<file path="config.mk">
export PLATFORM = sky130hd
export DESIGN_NAME = bkp_guard
export DESIGN_NICKNAME = d
export VERILOG_FILES = /design/src/rtl/bkp_pkg.sv /design/src/rtl/bkp_rst_sync.sv /design/src/rtl/bkp_key_file.sv /design/src/rtl/bkp_access_check.sv /design/src/rtl/bkp_fault_reg.sv /design/src/rtl/bkp_guard.sv
export SDC_FILE = /design/constraint.sdc
export NUM_CORES = 1
export LEC_CHECK = 0
export BUFFER_PORTS_ARGS = -buffer_cell sky130_fd_sc_hd__buf_4
export CAP_MARGIN = 20
export CORE_ASPECT_RATIO = 0.6
export CORE_MARGIN = 4
export CORE_UTILIZATION = 33
export CTS_CLUSTER_DIAMETER = 40
export DETAILED_ROUTE_END_ITERATION = 16
export PLACE_DENSITY = 0.57
export SLEW_MARGIN = 20
export SYNTH_ARGS = -nofsm -noshare
export SYNTH_HDL_FRONTEND = slang
export SYNTH_SLANG_ARGS = --single-unit
</file>
<file path="constraint.sdc">
create_clock -name clk -period 4.65 [get_ports clk]
set_input_delay 0.465 -clock clk [delete_from_list [all_inputs] [get_ports clk]]
set_output_delay 0.465 -clock clk [all_outputs]
set_load 0.01 [all_outputs]
</file>
<file path="src/rtl/bkp_pkg.sv">
package bkp_pkg;
  localparam int unsigned BKP_NUM_BANKS = 16;
  localparam int unsigned BKP_KEY_W     = 8;
  localparam int unsigned BKP_DATA_W    = 8;

  typedef enum logic {
    MODE_SUPER = 1'b0,
    MODE_USER  = 1'b1
  } bkp_mode_e;
endpackage

</file>
<file path="src/rtl/bkp_rst_sync.sv">
module bkp_rst_sync (
  input  logic clk,
  input  logic rst_n,
  output logic rst_sync_n
);
  logic [1:0] sync_q;
  logic [1:0] sync_d;

  always_comb begin
    sync_d = {sync_q[0], 1'b1};
  end

  always_ff @(posedge clk or negedge rst_n) begin
    if (!rst_n) sync_q <= 2'b00;
    else        sync_q <= sync_d;
  end

  assign rst_sync_n = sync_q[1];
endmodule

</file>
<file path="src/rtl/bkp_key_file.sv">
module bkp_key_file #(
  parameter int unsigned NUM_BANKS = 16,
  parameter int unsigned KEY_W     = 8,
  parameter int unsigned BANK_W    = $clog2(NUM_BANKS)
) (
  input  logic                            clk,
  input  logic                            rst_n,
  input  logic                            wr_en,
  input  logic                            wr_allow,
  input  logic [BANK_W-1:0]               wr_bank,
  input  logic [KEY_W-1:0]                wr_key,
  output logic [NUM_BANKS-1:0][KEY_W-1:0] keys_o
);
  logic wr_ok;
  assign wr_ok = wr_en & wr_allow;

  for (genvar b = 0; b < NUM_BANKS; b++) begin : g_bank
    logic             load;
    logic [KEY_W-1:0] key_d;
    logic [KEY_W-1:0] key_q;

    always_comb begin
      load  = wr_ok && (wr_bank == BANK_W'(b));
      key_d = wr_key;
    end

    always_ff @(posedge clk or negedge rst_n) begin
      if (!rst_n)    key_q <= '0;
      else if (load) key_q <= key_d;
    end

    assign keys_o[b] = key_q;
  end
endmodule

</file>
<file path="src/rtl/bkp_access_check.sv">
module bkp_access_check #(
  parameter int unsigned NUM_BANKS = 16,
  parameter int unsigned KEY_W     = 8,
  parameter int unsigned BANK_W    = $clog2(NUM_BANKS)
) (
  input  logic [NUM_BANKS-1:0][KEY_W-1:0] keys_i,
  input  logic                            prot_on_i,
  input  logic [BANK_W-1:0]               exec_bank_i,
  input  logic                            req_i,
  input  logic [BANK_W-1:0]               tgt_bank_i,
  output bkp_pkg::bkp_mode_e              mode_o,
  output logic                            grant_o,
  output logic                            deny_o
);
  logic [KEY_W-1:0] cur_key;
  logic [KEY_W-1:0] tgt_key;
  logic             keys_match;

  always_comb begin
    cur_key    = keys_i[exec_bank_i];
    tgt_key    = keys_i[tgt_bank_i];
    keys_match = (cur_key == tgt_key);
    if (prot_on_i && (cur_key != '0)) mode_o = bkp_pkg::MODE_USER;
    else                              mode_o = bkp_pkg::MODE_SUPER;
    grant_o = req_i && ((mode_o == bkp_pkg::MODE_SUPER) || keys_match);
    deny_o  = req_i && !grant_o;
  end
endmodule

</file>
<file path="src/rtl/bkp_fault_reg.sv">
module bkp_fault_reg (
  input  logic clk,
  input  logic rst_n,
  input  logic set_i,
  input  logic clr_i,
  input  logic clr_allow_i,
  output logic flag_o
);
  logic flag_q;
  logic flag_d;
  logic flag_en;

  always_comb begin
    flag_en = set_i | (clr_i & clr_allow_i);
    flag_d  = set_i;
  end

  always_ff @(posedge clk or negedge rst_n) begin
    if (!rst_n)       flag_q <= 1'b0;
    else if (flag_en) flag_q <= flag_d;
  end

  assign flag_o = flag_q;
endmodule

</file>
<file path="src/rtl/bkp_guard.sv">
module bkp_guard #(
  parameter int unsigned NUM_BANKS = bkp_pkg::BKP_NUM_BANKS,
  parameter int unsigned KEY_W     = bkp_pkg::BKP_KEY_W,
  parameter int unsigned DATA_W    = bkp_pkg::BKP_DATA_W,
  parameter int unsigned BANK_W    = $clog2(NUM_BANKS)
) (
  input  logic              clk,
  input  logic              rst_n,
  input  logic              cfg_key_we_i,
  input  logic [BANK_W-1:0] cfg_bank_i,
  input  logic [KEY_W-1:0]  cfg_key_i,
  input  logic              cfg_prot_we_i,
  input  logic              cfg_prot_i,
  input  logic              flt_clr_i,
  input  logic [BANK_W-1:0] exec_bank_i,
  input  logic              bus_req_i,
  input  logic [BANK_W-1:0] bus_bank_i,
  input  logic [DATA_W-1:0] mem_rdata_i,
  output logic              mem_ce_o,
  output logic [DATA_W-1:0] bus_rdata_o,
  output logic              deny_o,
  output logic              fault_sticky_o,
  output logic              user_mode_o
);
  localparam logic [DATA_W-1:0] BLOCKED_DATA = '1;

  logic                            rst_sync_n;
  logic [NUM_BANKS-1:0][KEY_W-1:0] key_tbl;
  logic                            prot_q;
  logic                            prot_d;
  logic                            prot_en;
  logic                            is_super;
  logic                            grant;
  logic                            deny;
  bkp_pkg::bkp_mode_e              mode;

  bkp_rst_sync u_rst_sync (
    .clk        (clk),
    .rst_n      (rst_n),
    .rst_sync_n (rst_sync_n)
  );

  bkp_key_file #(
    .NUM_BANKS (NUM_BANKS),
    .KEY_W     (KEY_W),
    .BANK_W    (BANK_W)
  ) u_keys (
    .clk      (clk),
    .rst_n    (rst_sync_n),
    .wr_en    (cfg_key_we_i),
    .wr_allow (is_super),
    .wr_bank  (cfg_bank_i),
    .wr_key   (cfg_key_i),
    .keys_o   (key_tbl)
  );

  bkp_access_check #(
    .NUM_BANKS (NUM_BANKS),
    .KEY_W     (KEY_W),
    .BANK_W    (BANK_W)
  ) u_check (
    .keys_i      (key_tbl),
    .prot_on_i   (prot_q),
    .exec_bank_i (exec_bank_i),
    .req_i       (bus_req_i),
    .tgt_bank_i  (bus_bank_i),
    .mode_o      (mode),
    .grant_o     (grant),
    .deny_o      (deny)
  );

  bkp_fault_reg u_fault (
    .clk         (clk),
    .rst_n       (rst_sync_n),
    .set_i       (deny),
    .clr_i       (flt_clr_i),
    .clr_allow_i (is_super),
    .flag_o      (fault_sticky_o)
  );

  // Protection switch: next-state and register split
  always_comb begin
    is_super = (mode == bkp_pkg::MODE_SUPER);
    prot_en  = cfg_prot_we_i & is_super;
    prot_d   = cfg_prot_i;
  end

  always_ff @(posedge clk or negedge rst_sync_n) begin
    if (!rst_sync_n)  prot_q <= 1'b0;
    else if (prot_en) prot_q <= prot_d;
  end

  assign mem_ce_o    = grant;
  assign deny_o      = deny;
  assign bus_rdata_o = deny ? BLOCKED_DATA : mem_rdata_i;
  assign user_mode_o = (mode == bkp_pkg::MODE_USER);
endmodule

</file>
* Word-level counts from Yosys, hierarchy flattened
Cells that the tools add are included.
Operators by class: add/subtract/negate cells 0, $mul 0, div/mod/pow operators 0, magnitude comparators 2, equal/unequal tests 16, shift-type cells 0, muxes and demuxes 6, bitwise logic cells 5, reductions and logical operators 23
Operators by type and width (count):
- $bmux W8 S4 | 2
- $eq A4 B4 Y1 const B | 8
- $mux W8 | 3
- $logic_and A1 B1 Y1 | 19
- $eq A4 B3 Y1 const B | 4
- $lt A4 B5 Y1 const B | 2
- $eq A4 B2 Y1 const B | 2
- $eq A8 B8 Y1 | 1
- $reduce_bool A8 Y1 | 1
- $eq A4 B1 Y1 const B | 1
- $logic_not A4 Y1 | 1
- $and A1 B1 Y1 | 3
- $logic_not A1 Y1 | 1
- $logic_or A1 B1 Y1 | 1
- $mux W1 | 1
- $not A1 Y1 | 1
- $or A1 B1 Y1 | 1
Word-level totals: register bits 132, bits in latches 0, bits in writable memories 0, ROM bits 0, bits of input ports 35, output and inout port bits 12, word-level logic and storage cells 71, memories kept 0

* Longest topological paths before layout
depth after elaboration 11, gate-level depth with buffers 12, gate-level depth less buffers 8

* Cells and area by module
Synthesis repeated with hierarchy kept, for this count alone.
Unflattened totals: cells, all modules 477, area, all modules 7337.0 µm²
Modules (own cells, without submodules):
- bkp_key_file | times used 1, cells each 294, area an instance 4967.3 µm², sequential area each 3203.1 µm²
- bkp_access_check | times used 1, cells each 165, area an instance 2179.6 µm², sequential area each 0.0 µm²
- bkp_guard | times used 1, cells each 12, area an instance 100.1 µm², sequential area each 25.0 µm²
- bkp_rst_sync | times used 1, cells each 3, area an instance 53.8 µm², sequential area each 50.0 µm²
- bkp_fault_reg | times used 1, cells each 3, area an instance 36.3 µm², sequential area each 25.0 µm²

* Least setup slack after synthesis
No wires, ideal clock.
path kind input to output, start point input port exec_bank_i[0], end point output port bus_rdata_o[0], arrival time 3313 ps, required time 4185 ps, setup slack 872 ps, cell stages on the path 11, buffers on the path 4, path through buf_2 buf_4 buf_2 mux4_2 a22oi_1 nand2_1 or2_2 o41ai_4 buf_2 a311oi_1 or2_2
Between the ends: word-level cells in the longest chain between the ends 11, elaborated cells between the ends (all ways) 12, those cells by class eq/ne (1); mux (4); bitwise (1); reduce/logical (6)
Ends and longest elaborated chain:
- from (decl) | line bkp_guard.sv:15 | input logic [BANK_W-1:0] exec_bank_i,
- $bmux W8 S4 (*) | line bkp_access_check.sv:20 | cur_key = keys_i[exec_bank_i];
- $mux W8 (implied by the code) (*) | line bkp_access_check.sv:20
- $reduce_bool A8 Y1 | line bkp_access_check.sv:23 | if (prot_on_i && (cur_key != '0)) mode_o = bkp_pkg::MODE_USER;
- $logic_and A1 B1 Y1 | line bkp_access_check.sv:23
- $mux W1 | line bkp_access_check.sv:23
- $not A1 Y1 | line bkp_access_check.sv:25 | grant_o = req_i && ((mode_o == bkp_pkg::MODE_SUPER) || keys_match);
- $logic_or A1 B1 Y1 (*) | line bkp_access_check.sv:25
- $logic_and A1 B1 Y1 (*) | line bkp_access_check.sv:25
- $logic_not A1 Y1 (*) | line bkp_access_check.sv:26 | deny_o = req_i && !grant_o;
- $logic_and A1 B1 Y1 (*) | line bkp_access_check.sv:26
- named net deny_o | line bkp_guard.sv:21 | output logic deny_o,
- $mux W8 (*) | line bkp_guard.sv:95 | assign bus_rdata_o = deny ? BLOCKED_DATA : mem_rdata_i;
- to (decl) | line bkp_guard.sv:20 | output logic [DATA_W-1:0] bus_rdata_o,
The timed path passes the listed nets; every way through them passes the cells marked *. The select of a mux whose other input is x is not followed.

* Worst setup path in the final report
start point input port exec_bank_i[0], end point output port bus_rdata_o[4]
Between the ends: word-level cells in the longest chain between the ends 11, elaborated cells between the ends (all ways) 12, those cells by class eq/ne (1); mux (4); bitwise (1); reduce/logical (6)
Ends and longest elaborated chain (line):
- $bmux W8 S4 (*) | bkp_access_check.sv:20
- $mux W8 (implied by the code) (*) | bkp_access_check.sv:20
- $reduce_bool A8 Y1 | bkp_access_check.sv:23
- $logic_and A1 B1 Y1 | bkp_access_check.sv:23
- $mux W1 | bkp_access_check.sv:23
- $not A1 Y1 | bkp_access_check.sv:25
- $logic_or A1 B1 Y1 (*) | bkp_access_check.sv:25
- $logic_and A1 B1 Y1 (*) | bkp_access_check.sv:25
- $logic_not A1 Y1 (*) | bkp_access_check.sv:26
- $logic_and A1 B1 Y1 (*) | bkp_access_check.sv:26
- $mux W8 (*) | bkp_guard.sv:95
Mark *: on every way between the ends. The rest lies on a longest branch, timed or not. The select of a mux whose other input is x is not followed.

==> flow_summary.ini <==
[run_status]
status = complete, no violations

[job]
max-cap-violations = 0

[worst_setup_path]
cp.arrival_ns = 3.61
cpPeakStageDelay_ns = 0.54
cp_max_fo = 21
required_ns = 4.18
start_kind = primary input
cp_common_cell = buf_4
slowest_stage = mux4_2
crit_chain = buf_4 > buf_4 > mux4_2 > a22oi_1 > nand2_1 > or2_2 > o41ai_4 > a311oi_1 > buf_4 > or2_2 > buf_4
path_class = primary input to output port
end_kind = output port
cp_top_family = buffers and inverters
cp_num_buf_inv = 4

[timing]
setup_violations = 0
fmax_mhz = 245.2
hold_viol = 0
setup_tns_ns = 0
drv_slew = 0
relSlewSlack_pct = 21.43
fin_skew_ns = 0.008961
post-route-min-period_ns = 4.078
rsz0062_at_grt = no
finalCritPeriodShare_pct = 87.69
worst_pin_slew_ns = 1.174

[floorplanning]
core_sq_um = 21190
io_pins = 47
die-height_microns = 122.2
fp-row-count = 41
die_width_microns = 198.4
die_area_sq_um = 24240
initial_utilization_pct = 33.86

[logic_synthesis]
netlist-cell-type-count = 40
synthCells = 481
syn-num-nets = 516
synth_area_leaders = dfrtp_1, mux2_2, mux4_2
ys_warn_count = 0
seq_area_frac_synth_pct = 46.04
syn_area_sq_um = 7174
synth_top_area_cell = dfrtp_1
synth_top_area_share_pct = 46.04
ys_ff_latch = 132
avgSynthCellArea_sq_um = 14.92

[clocking]
clk-insertion-delay-late_ns = 0.43
clock-sinks = 132
cts-buffers-inserted = 17
cts_htree_levels = 4
cts.clk_slew.worst_paths_ns = 0.06
clockRootBuffer = clkbuf_16
cts_tree = built
hold_buffers = 1
cts_resized = 0
post-cts-setup-buffers = 0
cts_buffer_depth = 2

[layout]
drive_gt1_share_pct = 56.10
nets = 572
final_cell_mix = dfrtp_1, mux2_2, buf_4
design_area_sq_um = 8584
nFillCells = 1951
antennaDiodeCount = 0
final_common_cell = dfrtp_1
syn_to_final_growth_pct = 19.65

[global_routing]
grt_pass1_vias = 5105
grt.total_usage_pct = 18.71
grt_first_pass_wirelength_mm = 32.99
grt_max_degree = 54
gr-total-overflow = 0
antenna_found_initial = 0

[routing]
wl_per_cell_microns = 25.77
route.vias.total = 4760
ant_nets = 0
firstDrtPassIters = 5
vias_per_cell = 5.749
drtIter0Drc = 327
finalWirelength_mm = 21.34
drc = 0

[power_and_ir_drop]
p_leak_uw = 0.003744
combPwrFrac_pct = 30.9
pwr-share-seq_pct = 40.2
max-vdd-ir-drop_mv = 0.3020
switching_share_pct = 30.04
internal_power_uw = 3649
power.share.clock_pct = 28.9
powerDensity_nw_per_um2 = 607.6
p_switching_uw = 1567

[placement]
hpwl_mm = 14.47
portBuffers = 46
postPlaceCellArea_sq_um = 7916
globalplace.congestion = 0.8604

[worst_hold_path]
hp-class = primary input to flip-flop
==> routing by layer <==
layer  vias to the layer above  routed length (microns)  track usage, %
li1                       1985                        -               -
met2                       169                     8730           25.36
met3                        32                     1515           5.240
met5                         -                        0               0
met1                      2574                    10680           28.74
met4                         0                      404           6.019
==> synthesized netlist by cell type, drive strengths merged <==
| library cell | n |
|---|---|
| dfrtp | 132 |
| mux2 | 128 |
| mux4 | 61 |
| a22oi | 18 |
| buf | 18 |
| clkbuf | 16 |
| mux2i | 15 |
| nand2 | 13 |
| nor2 | 10 |
| or2 | 9 |
| a221oi | 7 |
| nor2b | 7 |
| xor2 | 5 |
| and3 | 4 |
| nand3 | 4 |
| a21oi | 3 |
| a22o | 3 |
| inv | 3 |
| nor3b | 3 |
| or3 | 3 |
| and2 | 2 |
| nand2b | 2 |
| nand3b | 2 |
| nand4 | 2 |
| nor4 | 2 |
| o21bai | 2 |
| a21o | 1 |
| a311oi | 1 |
| and4 | 1 |
| conb | 1 |
| o41ai | 1 |
| or4 | 1 |
| xnor2 | 1 |
==> per-stage QoR <==
step | utilization, % | hold slack [ns] | setup WS (ns) | std cells | power, uW
floorplan | - | 0.1694 | 0.7001 | 481 | 3183
global placement | 37.35 | 0.2484 | 0.3766 | 796 | 3629
detailed placement | 37.36 | 0.2494 | 0.3125 | 796 | 3704
CTS | 40.51 | 0.2962 | 0.5323 | 828 | 5239
global route | 40.52 | 0.3303 | 0.3344 | 828 | 5502
finish | 40.52 | 0.3213 | 0.5725 | 828 | 5216
==> worst reg2reg max path, cell delays in order, from the launching register on <==
cell     delay (ns)
dfrtp_1        0.44
mux4_2         0.48
a22oi_1        0.20
nand2_1        0.13
or4_4          0.58
o41ai_4        0.46
inv_2          0.19
or3_1          0.72
mux2_1         0.43
==> power by group through the flow <==
stage / logic (uW) / clock network [uW] / registers, uW
2_1_floorplan: 1250 / 0 / 1940
3_3_place_gp: 1560 / 0 / 2070
3_5_place_dp: 1600 / 0 / 2100
4_1_cts: 1610 / 1540 / 2090
5_1_grt: 1750 / 1580 / 2170
6_report: 1610 / 1510 / 2100
==> final cells by class <==
class | instances | area (sq um) | area share [%]
multi-input combinational | 312 | 3714 | 43.26
sequential | 132 | 3307 | 38.52
timing repair buffer | 71 | 548.0 | 6.384
clock buffer | 19 | 452.9 | 5.276
tap | 279 | 349.1 | 4.066
clock inverter | 12 | 202.7 | 2.361
inverter | 3 | 11.26 | 0.1312
==> state kept, by name (all words and copies together), names as in the netlist <==
| signal | cells |
|---|---|
| u_fault.flag_o | 1 |
| prot_q | 1 |
| u_keys.g_bank.key_q | 128 |
| u_rst_sync.sync_q | 2 |
==> logic make-up (layout without fill, tap and decap cells) <==
group                  count (synthesis)  count (layout)  synth area share (%)
multiplexers                         204             204                 41.33
flip-flops                           132             132                 46.04
AND/OR/NAND/NOR                       65              65                 5.441
buffers and inverters                 37             105                 2.267
AO/OA/AOI/OAI                         36              36                 4.133
XOR/XNOR                               6               6                0.7325
other                                  1               1               0.05227
==> path summary, 6_finish.rpt <==
kind	start	to	slack, ns	cells after the start
setup / recovery	exec_bank_i[0]	bus_rdata_o[4]	0.57	11
hold / removal	flt_clr_i	u_fault.flag_o$_DFFE_PN0P_	0.32	3
setup reg to reg	u_keys.g_bank[13].key_q[5]$_DFFE_PN0P_	u_keys.g_bank[5].key_q[2]$_DFFE_PN0P_	0.90	8
hold reg to reg	u_rst_sync.sync_q[1]$_DFF_PN0_	u_keys.g_bank[12].key_q[5]$_DFFE_PN0P_	0.33	0
max in group asynchronous	u_rst_sync.sync_q[1]$_DFF_PN0_	u_keys.g_bank[5].key_q[6]$_DFFE_PN0P_	3.13	1
min in group asynchronous	u_rst_sync.sync_q[1]$_DFF_PN0_	u_keys.g_bank[12].key_q[5]$_DFFE_PN0P_	0.33	0
Power figures use the tool's default switching activity.
